[src/rtl/spi_ee_pkg.sv]
package spi_ee_pkg;
  localparam logic [7:0] OP_WRSR  = 8'h01;
  localparam logic [7:0] OP_WRITE = 8'h02;
  localparam logic [7:0] OP_READ  = 8'h03;
  localparam logic [7:0] OP_RDSR  = 8'h05;
  localparam logic [7:0] OP_WREN  = 8'h06;

  typedef enum logic [3:0] {
    ST_CMD, ST_WREN, ST_STAT, ST_WADDR, ST_WDATA,
    ST_WSR, ST_WSRD, ST_RADDR, ST_RDATA, ST_IGN
  } cmd_st_e;
endpackage

[src/rtl/spi_ee_sync.sv]
module spi_ee_sync #(
  parameter int W = 3,
  parameter int STAGES = 2,
  parameter logic [W-1:0] RST_VAL = '0
) (
  input  logic         clk_i,
  input  logic         rst_ni,
  input  logic [W-1:0] d_i,
  output logic [W-1:0] q_o
);
  logic [W-1:0] ff_q [STAGES];

  for (genvar s = 0; s < STAGES; s++) begin : g_stage
    always_ff @(posedge clk_i or negedge rst_ni) begin
      if (!rst_ni) ff_q[s] <= RST_VAL;
      else if (s == 0) ff_q[s] <= d_i;
      else ff_q[s] <= ff_q[(s > 0) ? s - 1 : 0];
    end
  end

  assign q_o = ff_q[STAGES-1];
endmodule

[src/rtl/spi_ee_shift.sv]
module spi_ee_shift (
  input  logic       clk_i,
  input  logic       rst_ni,
  input  logic       cs_n_s_i,
  input  logic       sck_s_i,
  input  logic       si_s_i,
  input  logic       tx_load_i,
  input  logic [7:0] tx_data_i,
  input  logic       tx_en_i,
  output logic       byte_vld_o,
  output logic [7:0] byte_o,
  output logic       cs_rise_o,
  output logic       bnd_o,
  output logic       so_o,
  output logic       so_oe_o
);
  logic       sck_d_q, cs_d_q;
  logic [2:0] bit_cnt_q;
  logic [6:0] rx_q;
  logic [7:0] tx_q;
  logic       sck_rise, sck_fall;

  assign sck_rise  = ~cs_n_s_i & sck_s_i & ~sck_d_q;
  assign sck_fall  = ~cs_n_s_i & ~sck_s_i & sck_d_q;
  assign cs_rise_o = cs_n_s_i & ~cs_d_q;
  assign bnd_o     = (bit_cnt_q == 3'd0);

  always_ff @(posedge clk_i or negedge rst_ni) begin
    if (!rst_ni) begin
      sck_d_q    <= 1'b0;
      cs_d_q     <= 1'b1;
      bit_cnt_q  <= '0;
      rx_q       <= '0;
      byte_vld_o <= 1'b0;
      byte_o     <= '0;
      tx_q       <= '0;
      so_o       <= 1'b0;
      so_oe_o    <= 1'b0;
    end else begin
      sck_d_q    <= sck_s_i;
      cs_d_q     <= cs_n_s_i;
      byte_vld_o <= 1'b0;
      if (cs_n_s_i) begin
        bit_cnt_q <= '0;
        so_oe_o   <= 1'b0;
      end else if (sck_rise) begin
        rx_q      <= {rx_q[5:0], si_s_i};
        bit_cnt_q <= bit_cnt_q + 3'd1;
        if (bit_cnt_q == 3'd7) begin
          byte_vld_o <= 1'b1;
          byte_o     <= {rx_q, si_s_i};
        end
      end
      if (tx_load_i) begin
        tx_q <= tx_data_i;
      end else if (sck_fall) begin
        so_o    <= tx_q[7];
        tx_q    <= {tx_q[6:0], 1'b0};
        so_oe_o <= tx_en_i;
      end
    end
  end


  oe_release_chk: assert property (@(posedge clk_i) disable iff (!rst_ni)
    cs_n_s_i |=> !so_oe_o);

  byte_bnd_chk: assert property (@(posedge clk_i) disable iff (!rst_ni)
    byte_vld_o |-> bit_cnt_q == 3'd0);
endmodule

[src/rtl/spi_ee_store.sv]
module spi_ee_store #(
  parameter int ADDR_W  = 8,
  parameter int PAGE_W  = 3,
  parameter int TWC_CYC = 4000
) (
  input  logic              clk_i,
  input  logic              rst_ni,
  input  logic              clr_i,
  input  logic              addr_vld_i,
  input  logic [ADDR_W-1:0] addr_i,
  input  logic              dat_vld_i,
  input  logic [7:0]        dat_i,
  input  logic              start_i,
  input  logic [ADDR_W-1:0] rd_addr_i,
  output logic [7:0]        rd_data_o,
  output logic              wip_o,
  output logic              done_o
);
  localparam int DEPTH  = 1 << ADDR_W;
  localparam int PAGE_N = 1 << PAGE_W;
  localparam int CNT_W  = $clog2(TWC_CYC + 1);

  logic [7:0]             mem_q  [DEPTH];
  logic [7:0]             buf_q  [PAGE_N];
  logic [PAGE_N-1:0]      mask_q;
  logic [ADDR_W-PAGE_W-1:0] page_q;
  logic [PAGE_W-1:0]      off_q;
  logic [CNT_W-1:0]       cnt_q;
  logic                   wip_q;
  logic                   commit;

  assign commit    = wip_q && (cnt_q == '0);
  assign wip_o     = wip_q;
  assign rd_data_o = mem_q[rd_addr_i];

  always_ff @(posedge clk_i or negedge rst_ni) begin
    if (!rst_ni) begin
      mask_q <= '0;
      page_q <= '0;
      off_q  <= '0;
      for (int i = 0; i < PAGE_N; i++) buf_q[i] <= '0;
    end else begin
      if (clr_i) mask_q <= '0;
      if (addr_vld_i) begin
        page_q <= addr_i[ADDR_W-1:PAGE_W];
        off_q  <= addr_i[PAGE_W-1:0];
      end
      if (dat_vld_i) begin
        buf_q[off_q]  <= dat_i;
        mask_q[off_q] <= 1'b1;
        off_q         <= off_q + 1'b1;  // wraps inside the page
      end
    end
  end

  always_ff @(posedge clk_i or negedge rst_ni) begin
    if (!rst_ni) begin
      cnt_q  <= '0;
      wip_q  <= 1'b0;
      done_o <= 1'b0;
    end else begin
      done_o <= 1'b0;
      if (start_i) begin
        cnt_q <= CNT_W'(TWC_CYC - 1);
        wip_q <= 1'b1;
      end else if (wip_q) begin
        if (cnt_q == '0) begin
          wip_q  <= 1'b0;
          done_o <= 1'b1;
        end else begin
          cnt_q <= cnt_q - 1'b1;
        end
      end
    end
  end

  always_ff @(posedge clk_i or negedge rst_ni) begin
    if (!rst_ni) begin
      for (int i = 0; i < DEPTH; i++) mem_q[i] <= 8'hFF;
    end else if (commit) begin
      for (int i = 0; i < PAGE_N; i++)
        if (mask_q[i]) mem_q[{page_q, PAGE_W'(i)}] <= buf_q[i];
    end
  end


  start_idle_chk: assert property (@(posedge clk_i) disable iff (!rst_ni)
    start_i |-> !wip_q);

  wip_rise_chk: assert property (@(posedge clk_i) disable iff (!rst_ni)
    $rose(wip_q) |-> $past(start_i));
endmodule

[src/rtl/spi_eeprom_wctl.sv]
module spi_eeprom_wctl
  import spi_ee_pkg::*;
#(
  parameter int ADDR_W      = 8,
  parameter int PAGE_W      = 3,
  parameter int TWC_CYC     = 4000,
  parameter int SYNC_STAGES = 2
) (
  input  logic clk_i,
  input  logic rst_ni,
  input  logic cs_ni,
  input  logic sck_i,
  input  logic si_i,
  output logic so_o,
  output logic so_oe_o
);
  logic cs_s, sck_s, si_s;
  logic byte_vld, cs_rise, bnd;
  logic [7:0] rx_byte;
  logic tx_load, tx_en, clr, addr_vld, dat_vld, wr_start, wip, done;
  logic [7:0] tx_data, rd_data, status;
  logic [ADDR_W-1:0] rd_addr, rd_ptr_q;
  cmd_st_e state_q, state_d;
  logic wel_q, got_dat_q;
  logic [1:0] bp_q, bp_pend_q, hi_q;

  spi_ee_sync #(.W(3), .STAGES(SYNC_STAGES), .RST_VAL(3'b100)) u_sync (
    .clk_i, .rst_ni, .d_i({cs_ni, sck_i, si_i}), .q_o({cs_s, sck_s, si_s}));

  spi_ee_shift u_shift (
    .clk_i, .rst_ni, .cs_n_s_i(cs_s), .sck_s_i(sck_s), .si_s_i(si_s),
    .tx_load_i(tx_load), .tx_data_i(tx_data), .tx_en_i(tx_en),
    .byte_vld_o(byte_vld), .byte_o(rx_byte), .cs_rise_o(cs_rise),
    .bnd_o(bnd), .so_o, .so_oe_o);

  spi_ee_store #(.ADDR_W(ADDR_W), .PAGE_W(PAGE_W), .TWC_CYC(TWC_CYC)) u_store (
    .clk_i, .rst_ni, .clr_i(clr), .addr_vld_i(addr_vld),
    .addr_i(rx_byte[ADDR_W-1:0]), .dat_vld_i(dat_vld), .dat_i(rx_byte),
    .start_i(wr_start), .rd_addr_i(rd_addr), .rd_data_o(rd_data),
    .wip_o(wip), .done_o(done));

  function automatic logic prot_f(input logic [1:0] bp, input logic [1:0] hi);
    case (bp)
      2'b01:   prot_f = &hi;
      2'b10:   prot_f = hi[1];
      2'b11:   prot_f = 1'b1;
      default: prot_f = 1'b0;
    endcase
  endfunction

  assign status   = {4'b0000, bp_q, wel_q, wip};
  assign tx_en    = (state_q == ST_STAT) || (state_q == ST_RDATA);
  assign wr_start = cs_rise && bnd && (state_q == ST_WDATA) && got_dat_q &&
                    !prot_f(bp_q, hi_q);

  always_comb begin
    state_d  = state_q;
    tx_load  = 1'b0;
    tx_data  = status;
    clr      = 1'b0;
    addr_vld = 1'b0;
    dat_vld  = 1'b0;
    rd_addr  = rd_ptr_q;
    if (cs_s) begin
      state_d = ST_CMD;
    end else if (byte_vld) begin
      case (state_q)
        ST_CMD: begin
          case (rx_byte)
            OP_WREN: state_d = wip ? ST_IGN : ST_WREN;
            OP_RDSR: begin state_d = ST_STAT; tx_load = 1'b1; end
            OP_WRITE: begin
              if (wel_q && !wip) begin state_d = ST_WADDR; clr = 1'b1; end
              else state_d = ST_IGN;
            end
            OP_WRSR: state_d = (wel_q && !wip) ? ST_WSR : ST_IGN;
            OP_READ: state_d = wip ? ST_IGN : ST_RADDR;
            default: state_d = ST_IGN;
          endcase
        end
        ST_STAT:  tx_load = 1'b1;
        ST_WADDR: begin addr_vld = 1'b1; state_d = ST_WDATA; end
        ST_WDATA: dat_vld = 1'b1;
        ST_WSR:   state_d = ST_WSRD;
        ST_RADDR: begin
          rd_addr = rx_byte[ADDR_W-1:0];
          tx_load = 1'b1;
          tx_data = rd_data;
          state_d = ST_RDATA;
        end
        ST_RDATA: begin tx_load = 1'b1; tx_data = rd_data; end
        default:  state_d = ST_IGN;
      endcase
    end
  end

  always_ff @(posedge clk_i or negedge rst_ni) begin
    if (!rst_ni) begin
      state_q   <= ST_CMD;
      wel_q     <= 1'b0;
      bp_q      <= '0;
      bp_pend_q <= '0;
      hi_q      <= '0;
      got_dat_q <= 1'b0;
      rd_ptr_q  <= '0;
    end else begin
      state_q <= state_d;
      if (addr_vld) hi_q <= rx_byte[ADDR_W-1 -: 2];
      if (clr) got_dat_q <= 1'b0;
      else if (dat_vld) got_dat_q <= 1'b1;
      if (byte_vld && (state_q == ST_RADDR || state_q == ST_RDATA))
        rd_ptr_q <= rd_addr + 1'b1;
      if (byte_vld && state_q == ST_WSR) bp_pend_q <= rx_byte[3:2];
      if (done) begin
        wel_q <= 1'b0;
      end else if (cs_rise && bnd) begin
        if (state_q == ST_WREN) wel_q <= 1'b1;
        if (state_q == ST_WSRD) begin
          bp_q  <= bp_pend_q;
          wel_q <= 1'b0;
        end
      end
    end
  end


  wel_set_cs_chk: assert property (@(posedge clk_i) disable iff (!rst_ni)
    $rose(wel_q) |-> $past(cs_rise));

  wel_clr_done_chk: assert property (@(posedge clk_i) disable iff (!rst_ni)
    done |=> !wel_q);
endmodule

[config.mk]
export PLATFORM = sky130hd
export DESIGN_NAME = spi_eeprom_wctl
export DESIGN_NICKNAME = d
export VERILOG_FILES = /design/src/rtl/spi_ee_pkg.sv /design/src/rtl/spi_ee_sync.sv /design/src/rtl/spi_ee_shift.sv /design/src/rtl/spi_ee_store.sv /design/src/rtl/spi_eeprom_wctl.sv
export SDC_FILE = /design/constraint.sdc
export NUM_CORES = 2
export LEC_CHECK = 0
export BUFFER_PORTS_ARGS = -buffer_cell sky130_fd_sc_hd__buf_2
export CAP_MARGIN = 25
export CORE_MARGIN = 2
export CORE_UTILIZATION = 35
export DETAILED_ROUTE_END_ITERATION = 8
export PLACE_DENSITY = 0.58
export SLEW_MARGIN = 20
export SYNTH_ARGS = -nofsm -noshare
export SYNTH_HDL_FRONTEND = slang
export SYNTH_SLANG_ARGS = --single-unit
[constraint.sdc]
create_clock -name clk_i -period 6.2 [get_ports clk_i]
set_clock_uncertainty 0.05 [all_clocks]
set_input_delay 0 -clock clk_i [delete_from_list [all_inputs] [get_ports clk_i]]
set_output_delay 0 -clock clk_i [all_outputs]
set_load 0.005 [all_outputs]
==> results.py <==
metrics = {
    "sta": {
        "tightest_slew_ns": 1.32,
        "maxSlewViolCount": 0,
        "hold_viol": 0,
        "period_minus_slack_ns": 5.91,
        "finalSetupViolCount": 0,
        "fin_crit_sh_pct": 95.3,
        "grt_setup_unrepaired": "no",
        "setup-tns-final_ns": 0,
        "maxSlewHeadroom_pct": 11.7,
        "fmax_mhz": 169,
    },
    "floorplan": {
        "initial_core_util_pct": 35.1,
        "die_height_um": 549,
        "num_rows": 200,
        "ios": 7,
        "coreArea_um2": 296000,
        "dieArea_um2": 302000,
        "dieWidth_um": 549,
    },
    "setup_path": {
        "crit_buf_inv": 2,
        "endpoint_kind": "flop",
        "crit_type": "reg -> reg",
        "start_kind": "flop",
        "cp_max_fo": 32,
        "reg2regPathDepth": 11,
        "arrival_ns": 6.69,
        "r2r-start": "state_q[2]",
        "worst_path_max_delay_cell": "a2111oi_2",
        "crit_path_cell_trace": "nor2b_1 > nand2_2 > nor3_1 > a31o_4 > buf_4 > a31oi_1 > a2111oi_2 > buf_4 > o32ai_1 > o311a_1 > o31a_1",
        "cp.required_ns": 6.98,
        "rrSetupSlack_ns": 0.29,
        "worst_path_largest_cell_delay_ns": 0.89,
        "cpMostUsedCell": "buf_4",
        "cpLargestDelayFamily": "compound AO/OA/AOI/OAI gates",
        "reg2reg_to": "u_shift.tx_q[0]",
    },
    "clock_tree": {
        "cts_tree": "built",
        "ctsHtreeMaxLevel": 4,
        "cts.sinks": 2197,
        "cts-root-buf": "clkbuf_16",
        "clk_pin_slew_ns": 0.06,
        "ctsResizeCount": 0,
        "cts_buffers": 238,
        "cts_buffer_depth": 4,
        "clk_latency_ns": 0.96,
    },
    "global_route": {
        "gr-usage-all-layers_pct": 30.9,
        "grt_pass1_wl_um": 650000,
        "grt_max_degree": 170,
        "grt-ovfl-total": 0,
        "grt_antenna_before_repair": 102,
        "grt_pass1_vias": 76948,
    },
    "power": {
        "p_per_area_nw_per_um2": 252,
        "peakVddDrop_uv": 232,
        "leakage_nw": 47.0,
    },
    "synthesis": {
        "synth.most_common_cell": "mux2_2",
        "syn-num-nets": 8624,
        "synth.distinct_cells": 83,
        "synth_flop_cell": "dfstp_2",
        "synthSimpleGateAreaFrac_pct": 9.87,
        "synth_top_cell_by_area": "dfstp_2",
        "synth-adder-area-share_pct": 0.0721,
        "synth_edf_count": 0,
        "netlist.area_leader.share_pct": 51.8,
        "synthTopCellsByArea": "dfstp_2 (52%), mux2_2 (22%), nand2_1 (6.1%)",
        "syn_area_um2": 104000,
        "synth-compound-area-share_pct": 6.36,
        "synth_mux_area_share_pct": 25.8,
        "ys_warn_count": 0,
        "avgSynthCellArea_um2": 12.1,
        "synth_xor_area_share_pct": 0.135,
        "synth_cells": 8613,
        "synth_seq_cells": 2197,
        "async_flop_share_pct": 100,
        "synth-seq-area-share_pct": 55.3,
        "synth_top_family_by_area": "multiplexers",
        "synth_commonest_cells": "mux2_2 (2071), dfstp_2 (2051), nand2_1 (1679)",
    },
    "final_layout": {
        "n_fill_cell": 27937,
        "final_cells": 12767,
        "fin_util_pct": 39.9,
        "syn_to_final_growth_pct": 13.5,
        "drive_above_1_share_pct": 57.5,
        "multi_input_area_um2": 44300,
        "final_nets": 8529,
        "seq_area_um2": 57700,
    },
    "place": {
        "numPlacedInstances": 12205,
        "portBuffers": 6,
        "gp_congestion": 0.971,
        "post-dp-hpwl_um": 281000,
    },
    "drt": {
        "drc": 0,
        "viasPerCell": 6.37,
        "first_pass_iters": 7,
        "ant_nets": 0,
        "first_iter_violations": 13351,
        "finalWirelength_um": 478000,
        "routedWlPerCell_um": 37.4,
        "num_vias": 81304,
    },
    "outcome": {
        "status": "completed",
    },
    "min_path": {
        "hold_path_class": "in -> reg",
        "hp-start": "si_i",
        "worst_hold_path.num_cells": 3,
        "min_to": "u_sync.ff_q[3]",
    },
    "run": {
        "cap_violations": 0,
    },
}
-- power breakdown --
| part | switching, W | total, W | internal, W |
|---|---|---|---|
| clock network | 0.00627 | 0.0149 | 0.00865 |
| logic | 0.000302 | 0.000348 | 0.0000460 |
| registers | 0.0000199 | 0.0145 | 0.0144 |
| total | 0.00659 | 0.0297 | 0.0231 |
-- sequential cells by signal, summed over array words and instances (netlist names), 2 cells and up --
signal             cells
u_store.buf_q         64
u_store.cnt_q         12
bp_pend_q              2
state_q                4
u_shift.bit_cnt_q      3
bp_q                   2
u_sync.q_o             3
u_store.page_q         4
u_store.off_q          3
u_sync.ff_q            3
u_shift.byte_o         8
u_shift.rx_q           7
u_store.mem_q       2048
u_store.mask_q         8
u_shift.tx_q           8
rd_ptr_q               8
-- final cells by class --
class | instances | share of cell area [%]
Multi-Input combinational cell | 5773 | 37.5
Clock inverter | 92 | 0.940
Inverter | 15 | 0.0583
Clock buffer | 336 | 5.86
Sequential cell | 2197 | 48.8
Antenna cell | 122 | 0.258
Tap cell | 3939 | 4.17
Timing Repair Buffer | 293 | 2.35
-- cell families (layout without fill, tap and decap cells) --
family	after synthesis	in the layout
mux	2389	2389
flops	2197	2197
compound gates	968	968
buf+inv	643	736
other cells	0	122
xor+xnor	16	16
fa+ha+maj	6	6
simple gates	2394	2394
-- cell usage in the layout, fill, tap and decap left out, types with 53 or more instances in the layout --
| master | count |
|---|---|
| diode_2 | 122 |
| mux2_2 | 2071 |
| a211oi_1 | 94 |
| a32oi_1 | 77 |
| clkbuf_16 | 241 |
| mux2_4 | 64 |
| o22ai_1 | 104 |
| nor2_1 | 67 |
| nand3_1 | 366 |
| clkinv_2 | 56 |
| clkbuf_8 | 53 |
| a31oi_1 | 181 |
| mux2i_1 | 251 |
| a21oi_1 | 178 |
| dfrtp_1 | 74 |
| and3_1 | 100 |
| nand2_1 | 1673 |
| buf_4 | 236 |
| dfstp_2 | 2051 |
| o21ai_0 | 70 |
-- per-stage QoR --
step           worst slack (ns)  hold slack [ns]  total power [W]  cell area (µm²)
6_report                  0.293            0.177           0.0297           118000
3_5_place_dp              0.683           0.0584           0.0150           110000
3_3_place_gp             0.0925           0.0609           0.0150           109000
5_1_grt                   0.389            0.199           0.0304           118000
4_1_cts                   0.667            0.134           0.0298           118000
2_1_floorplan              2.99           -0.346           0.0147           104000
-- worst max path at each step --
stage | from | end | slack, ns | depth (start not counted)
after floorplan | u_store.cnt_q[5] | u_store.mem_q[1984] | 2.99 | 10
after global placement | state_q[2] | u_shift.tx_q[0] | 0.09 | 11
after detailed placement | state_q[2] | u_shift.tx_q[0] | 0.68 | 11
after CTS | state_q[2] | u_shift.tx_q[0] | 0.67 | 11
after global routing | state_q[2] | u_shift.tx_q[0] | 0.39 | 11
final | state_q[2] | u_shift.tx_q[0] | 0.29 | 11
-- worst reg2reg max path, delay by kind of cell, from the launching register on --
kind / cells / cell delay (ns)
buffers and inverters: 2 / 0.72
flip-flops: 1 / 0.59
AO/OA/AOI/OAI: 6 / 2.71
AND/OR/NAND/NOR: 3 / 1.72
-- routing by layer --
layer  vias to the layer above  part of all wire, %  global-route usage (%)
li1                      30750                    -                       -
met1                     42029                   37                    39.1
met2                      6691                   42                    43.6
met3                      1812                   13                    11.3
met4                        22                  7.3                    21.1
met5                         -                0.035                       0
-- timing repair --
action                                 in CTS  in global routing
endpoints found under the hold margin     205                 15
buffers inserted                            0                  0
setup endpoints to repair                   0                  0
hold buffers                                7                  1
No activity file was read; power rests on OpenSTA's default activity.
